[src/rtl/cke_tracker_pkg.sv]
package cke_tracker_pkg;

  typedef enum logic [1:0] {
    PS_NORM = 2'd0,
    PS_PPD  = 2'd1,
    PS_APD  = 2'd2,
    PS_SREF = 2'd3
  } pstate_e;

  typedef enum logic [2:0] {
    C_DESEL = 3'd0,
    C_NOP   = 3'd1,
    C_ACT   = 3'd2,
    C_READ  = 3'd3,
    C_WRITE = 3'd4,
    C_PRE   = 3'd5,
    C_REF   = 3'd6,
    C_MRS   = 3'd7
  } cmd_e;

  function automatic logic is_quiet(input cmd_e c);
    return (c == C_DESEL) || (c == C_NOP);
  endfunction

endpackage

[src/rtl/cke_hold_timer.sv]
module cke_hold_timer #(
  parameter int LEN = 8
) (
  input  logic clk,
  input  logic rst,
  input  logic load,
  output logic busy
);
  localparam int W = $clog2(LEN + 1);
  localparam logic [W-1:0] ONE = W'(1);

  logic [W-1:0] cnt_q;

  always_ff @(posedge clk) begin
    if (rst)
      cnt_q <= '0;
    else if (load)
      cnt_q <= W'(LEN);
    else if (cnt_q != '0)
      cnt_q <= cnt_q - ONE;
  end

  assign busy = (cnt_q != '0);

  // an open window shrinks by exactly one per edge unless reloaded
  p_countdown_r7: assert property (@(posedge clk) disable iff (rst)
    (busy && !load) |=> (cnt_q == $past(cnt_q) - ONE));

  // a load always opens a full window
  p_load_full_r7: assert property (@(posedge clk) disable iff (rst)
    load |=> (cnt_q == W'(LEN)));

endmodule

[src/rtl/cke_edge_classifier.sv]
module cke_edge_classifier
  import cke_tracker_pkg::*;
(
  input  pstate_e st,
  input  logic    prev_hi,
  input  logic    cur_hi,
  input  cmd_e    cmd,
  input  logic    bank_active,
  output pstate_e nxt,
  output logic    enter,
  output logic    leave,
  output logic    sref_leave,
  output logic    bad
);
  always_comb begin
    nxt        = st;
    enter      = 1'b0;
    leave      = 1'b0;
    sref_leave = 1'b0;
    bad        = 1'b0;
    if (st != PS_NORM) begin
      if (prev_hi && cur_hi) begin
        nxt = st;
      end else if (prev_hi && !cur_hi) begin
        nxt        = PS_NORM;
        leave      = 1'b1;
        sref_leave = (st == PS_SREF);
        bad        = !is_quiet(cmd);
      end else begin
        bad = 1'b1;
      end
    end else begin
      if (!prev_hi && !cur_hi) begin
        nxt = PS_NORM;
      end else if (!prev_hi && cur_hi) begin
        if (is_quiet(cmd)) begin
          nxt   = bank_active ? PS_APD : PS_PPD;
          enter = 1'b1;
        end else if (cmd == C_REF && !bank_active) begin
          nxt   = PS_SREF;
          enter = 1'b1;
        end else begin
          bad = 1'b1;
        end
      end else begin
        bad = 1'b1;
      end
    end
  end
endmodule

[src/rtl/cke_power_tracker.sv]
module cke_power_tracker
  import cke_tracker_pkg::*;
#(
  parameter int XS_CYC  = 8,
  parameter int DLL_CYC = 16
) (
  input  logic       clk,
  input  logic       rst,
  input  logic       cke_n,
  input  logic [2:0] cmd,
  input  logic       bank_active,
  input  logic       dll_off,
  output logic [1:0] pstate_o,
  output logic       enter_o,
  output logic       exit_o,
  output logic       err_o,
  output logic       xs_viol_o,
  output logic       dll_viol_o
);
  pstate_e st_q, st_nxt;
  logic    prev_q;
  cmd_e    cmd_e_w;
  logic    ev_enter, ev_leave, ev_sref_leave, ev_bad;
  logic    xs_busy, dll_busy;
  logic    in_norm_ll;

  assign cmd_e_w = cmd_e'(cmd);

  cke_edge_classifier u_cls (
    .st          (st_q),
    .prev_hi     (prev_q),
    .cur_hi      (cke_n),
    .cmd         (cmd_e_w),
    .bank_active (bank_active),
    .nxt         (st_nxt),
    .enter       (ev_enter),
    .leave       (ev_leave),
    .sref_leave  (ev_sref_leave),
    .bad         (ev_bad)
  );

  cke_hold_timer #(.LEN(XS_CYC)) u_xs_win (
    .clk  (clk),
    .rst  (rst),
    .load (ev_sref_leave),
    .busy (xs_busy)
  );

  cke_hold_timer #(.LEN(DLL_CYC)) u_dll_win (
    .clk  (clk),
    .rst  (rst),
    .load (ev_sref_leave && dll_off),
    .busy (dll_busy)
  );

  assign in_norm_ll = (st_q == PS_NORM) && !prev_q && !cke_n;

  always_ff @(posedge clk) begin
    if (rst) begin
      st_q       <= PS_NORM;
      prev_q     <= 1'b0;
      enter_o    <= 1'b0;
      exit_o     <= 1'b0;
      err_o      <= 1'b0;
      xs_viol_o  <= 1'b0;
      dll_viol_o <= 1'b0;
    end else begin
      st_q       <= st_nxt;
      prev_q     <= cke_n;
      enter_o    <= ev_enter;
      exit_o     <= ev_leave;
      err_o      <= ev_bad;
      xs_viol_o  <= (st_q == PS_NORM) && xs_busy && !is_quiet(cmd_e_w);
      dll_viol_o <= in_norm_ll && dll_busy && (cmd_e_w == C_READ);
    end
  end

  assign pstate_o = st_q;

  // a held-high enable keeps any low-power state
  p_hold_r2: assert property (@(posedge clk) disable iff (rst)
    (st_q != PS_NORM && prev_q && cke_n) |=> (st_q == $past(st_q) && !err_o));

  // an exit pulse means the state returned to normal from a low-power one
  p_exit_state_r3: assert property (@(posedge clk) disable iff (rst)
    exit_o |-> (pstate_o == 2'd0 && $past(pstate_o) != 2'd0));

  // an entry pulse always lands in a low-power state
  p_enter_state_r4: assert property (@(posedge clk) disable iff (rst)
    enter_o |-> (pstate_o != 2'd0 && $past(pstate_o) == 2'd0));

  // a DLL violation only reports from normal operation
  p_dll_norm_r8: assert property (@(posedge clk) disable iff (rst)
    dll_viol_o |-> ($past(st_q) == PS_NORM && $past(dll_busy)));

  // a window violation needs an open window on the reporting edge
  p_xs_open_r7: assert property (@(posedge clk) disable iff (rst)
    xs_viol_o |-> $past(xs_busy));

  // an illegal combination never moves the state, except on an exit edge
  p_err_hold_r9: assert property (@(posedge clk) disable iff (rst)
    (ev_bad && !ev_leave) |=> $stable(st_q));

endmodule

[config.mk]
export PLATFORM = sky130hd
export DESIGN_NAME = cke_power_tracker
export DESIGN_NICKNAME = d
export VERILOG_FILES = /design/src/rtl/cke_tracker_pkg.sv /design/src/rtl/cke_hold_timer.sv /design/src/rtl/cke_edge_classifier.sv /design/src/rtl/cke_power_tracker.sv
export SDC_FILE = /design/constraint.sdc
export NUM_CORES = 1
export LEC_CHECK = 0
export BUFFER_PORTS_ARGS = -buffer_cell sky130_fd_sc_hd__buf_2
export CELL_PAD_IN_SITES_DETAIL_PLACEMENT = 0
export CELL_PAD_IN_SITES_GLOBAL_PLACEMENT = 1
export CORE_MARGIN = 2
export CORE_UTILIZATION = 35
export DETAILED_ROUTE_END_ITERATION = 8
export PLACE_DENSITY = 0.69
export SYNTH_ARGS = -nofsm -noshare
export SYNTH_HDL_FRONTEND = slang
export SYNTH_SLANG_ARGS = --single-unit
[constraint.sdc]
create_clock -name clk -period 1.4 [get_ports clk]
set_input_delay 0.28 -clock clk [delete_from_list [all_inputs] [get_ports clk]]
set_output_delay 0.28 -clock clk [all_outputs]
set_load 0.01 [all_outputs]
==> flow_summary.yaml <==
layout:
  final_layout_size_suffix_gt1_frac: 0.412
  n_antenna_cell: 0
  final_net_count: 114
  area.growth.synth_to_final_pct: 29.4
global_route:
  track_usage: 0.141
  first_global_vias: 609
  grt_max_degree: 12
  grt_overflow: 0
  grt_pass1_wl_um: 2670
  antenna_found_initial: 0
synth:
  synth_area_leaders: "dfxtp_1 45%, ha_1 4.9%, nor2_1 4.9%"
  synth_cells: 80
  yosys.area.top_type: "dfxtp_1"
  synth-main-ff-cell: "dfxtp_1"
  yosysWarnings: 0
  synth_edf_count: 0
  netlist_area_sq_um: 762
  yosys_register_bits: 17
  synth_area_per_cell_sq_um: 9.52
  synth_top_area_share: 0.447
  synth_nets: 91
  synth_cell_types: 32
  async_flop_share: 0
  ys_seq_area_frac: 0.447
power_and_ir_drop:
  switching_power_w: 0.000662
  p_seq_frac: 0.379
  combPwrFrac: 0.485
  ir_drop_mv: 1.04
  power_density_nw_per_um2: 1920
  clkPwrFrac: 0.137
  p_int_w: 0.00123
  leakagePower_nw: 0.418
  switching_share: 0.350
run_status:
  status: "complete, no violations"
drt:
  drt-pass1-iter-count: 4
  highest_layer: "met4"
  route.met3.wl_um: 57
  drt_wl_total_um: 1530
  viasPerCell: 4.93
  remaining_drc_errors: 0
  drtIter0Drc: 6
  drt-met1-wl_um: 733
  post_drt_wl_per_cell_um: 11.9
  ant_nets: 0
  wl_met2_um: 730
  routed-via-count: 636
critical_path:
  reg2reg_depth: 4
  cp-end-kind: "flip-flop"
  required_ns: 1.59
  cp-startpoint: "u_dll_win.cnt_q[1]$_SDFFE_PP0P_"
  start_kind: "flip-flop"
  path_class: "reg2reg"
  worstReg2RegStart: "u_dll_win.cnt_q[1]$_SDFFE_PP0P_"
  r2r_slack_ns: 0.03
  arrival_ns: 1.55
  crit_path_end: "dll_viol_o$_SDFF_PP0_"
  r2r_end: "dll_viol_o$_SDFF_PP0_"
  cp_max_fo: 4
die:
  start_util: 0.381
  core_region_area_sq_um: 2000
  die-area_sq_um: 2570
  io_pins: 15
  fp.dieW_um: 50.7
  fp-row-count: 16
  fp.dieH_um: 50.7
timing:
  fmax_ghz: 0.732
  skew_ns: 0.00274
  relSlewSlack: 0.767
  hold_viol_final: 0
  drv_slew: 0
  hold_slack_ns: 0.229
  timing.setup.tns_ns: 0
  setup_viol: 0
  grt_setup_unrepaired: "false"
  period_share: 0.976
  tightest_slew_ns: 0.349
  period_needed_ns: 1.37
place:
  place.gp.congestion: 0.706
  io_buffers: 14
  dp_hpwl_um: 1100
clock_network:
  worstSkewPairLatency_ns: 0.28
  cts_root_buf: "clkbuf_4"
  clkSlewWorstSetupHoldPaths_ns: 0.10
  hold_buffers: 0
  cts_tree: "built"
  h-tree-depth: 1
  numCtsBuffers: 3
  clock_path_buffers: 2
  cts_sinks: 17
min_path:
  hold_path_class: "in2reg"
flow_run:
  drv_cap: 0
[metal layers]
metal	vias up	track usage
li1	331	-
met1	293	0.178
met2	10	0.224
met3	2	0.0327
met4	0	0.0676
met5	-	0
[final cells by class]
cell class                      count  area [sq um]
Timing Repair Buffer               20           115
Multi-Input combinational cell     54           437
Inverter                            7          26.3
Tap cell                           27          33.8
Fill cell                         209          1020
Clock buffer                        4          26.3
Sequential cell                    17           348
[how the worst min path moves through the flow]
stage	startpoint	end	cells after the start
2_1_floorplan	cke_n	exit_o$_SDFF_PP0_	1
3_5_place_dp	u_dll_win.cnt_q[4]$_SDFFE_PP0P_	u_dll_win.cnt_q[4]$_SDFFE_PP0P_	2
5_1_grt	cke_n	exit_o$_SDFF_PP0_	2
3_3_place_gp	u_dll_win.cnt_q[4]$_SDFFE_PP0P_	u_dll_win.cnt_q[4]$_SDFFE_PP0P_	2
4_1_cts	cke_n	exit_o$_SDFF_PP0_	2
6_report	cke_n	exit_o$_SDFF_PP0_	2
[cells by family after synthesis]
group                    count (synthesis)  synth area share
AND/OR/NAND/NOR                         34             0.274
flip-flops                              17             0.447
AO/OA/AOI/OAI                           12             0.117
buffers and inverters                    9            0.0542
XOR/XNOR                                 4            0.0460
adder cells (fa/ha/maj)                  3            0.0493
multiplexers                             1            0.0131
[state kept, by name (all words and copies together) (netlist names)]
name / count
pstate_o: 2
exit_o: 1
err_o: 1
prev_q: 1
u_xs_win.cnt_q: 4
enter_o: 1
u_dll_win.cnt_q: 5
xs_viol_o: 1
dll_viol_o: 1
[cell usage after synthesis (2+ instances only)]
cell type	n
a21oi_1	4
nor2_1	10
nor3_1	7
inv_1	7
nor4_1	2
dfxtp_1	17
ha_1	3
nor4b_1	2
o2bb2ai_1	2
xnor2_1	4
[critical path, cell delays in order (launching register included)]
cell and delay, ns:
dfxtp_4 0.37, inv_2 0.07, ha_4 0.13, or4b_4 0.50, and3_2 0.20
[stage by stage]
| step | power [W] | std cells | area (sq um) | utilization | worst slack (ns) |
|---|---|---|---|---|---|
| 2_1_floorplan | 0.00122 | 80 | 762 | - | 0.0341 |
| 3_3_place_gp | 0.00142 | 125 | 896 | 0.448 | 0.0427 |
| 3_5_place_dp | 0.00144 | 125 | 896 | 0.448 | 0.00416 |
| 4_1_cts | 0.00177 | 129 | 940 | 0.469 | 0.0231 |
| 5_1_grt | 0.00205 | 129 | 986 | 0.493 | 0.00519 |
| 6_report | 0.00190 | 129 | 986 | 0.493 | 0.0340 |
[what timing repair did]
item	4_1_cts	5_1_grt
gates resized for setup	5	13
endpoints found under the setup margin	1	6
pin swaps	2	2
setup buffers	0	0
[placed cells by master (no fill, tap or decap), types with 2 or more instances in the layout]
cell type / instances
nor3_1: 7
nor4_1: 2
inv_2: 4
a21oi_1: 4
inv_1: 3
ha_4: 2
buf_4: 6
nor2_1: 9
o2bb2ai_1: 2
clkbuf_4: 3
dfxtp_1: 13
dfxtp_2: 3
xnor2_1: 4
buf_2: 14
[power by group through the flow]
stage          Clock [W]  Sequential [W]  Combinational, W
6_report        0.000259        0.000717          0.000919
5_1_grt         0.000293        0.000729           0.00103
4_1_cts         0.000272        0.000690          0.000804
3_5_place_dp           0        0.000694          0.000743
3_3_place_gp           0        0.000687          0.000729
2_1_floorplan          0        0.000684          0.000533
No activity file was read; power rests on OpenSTA's default activity.
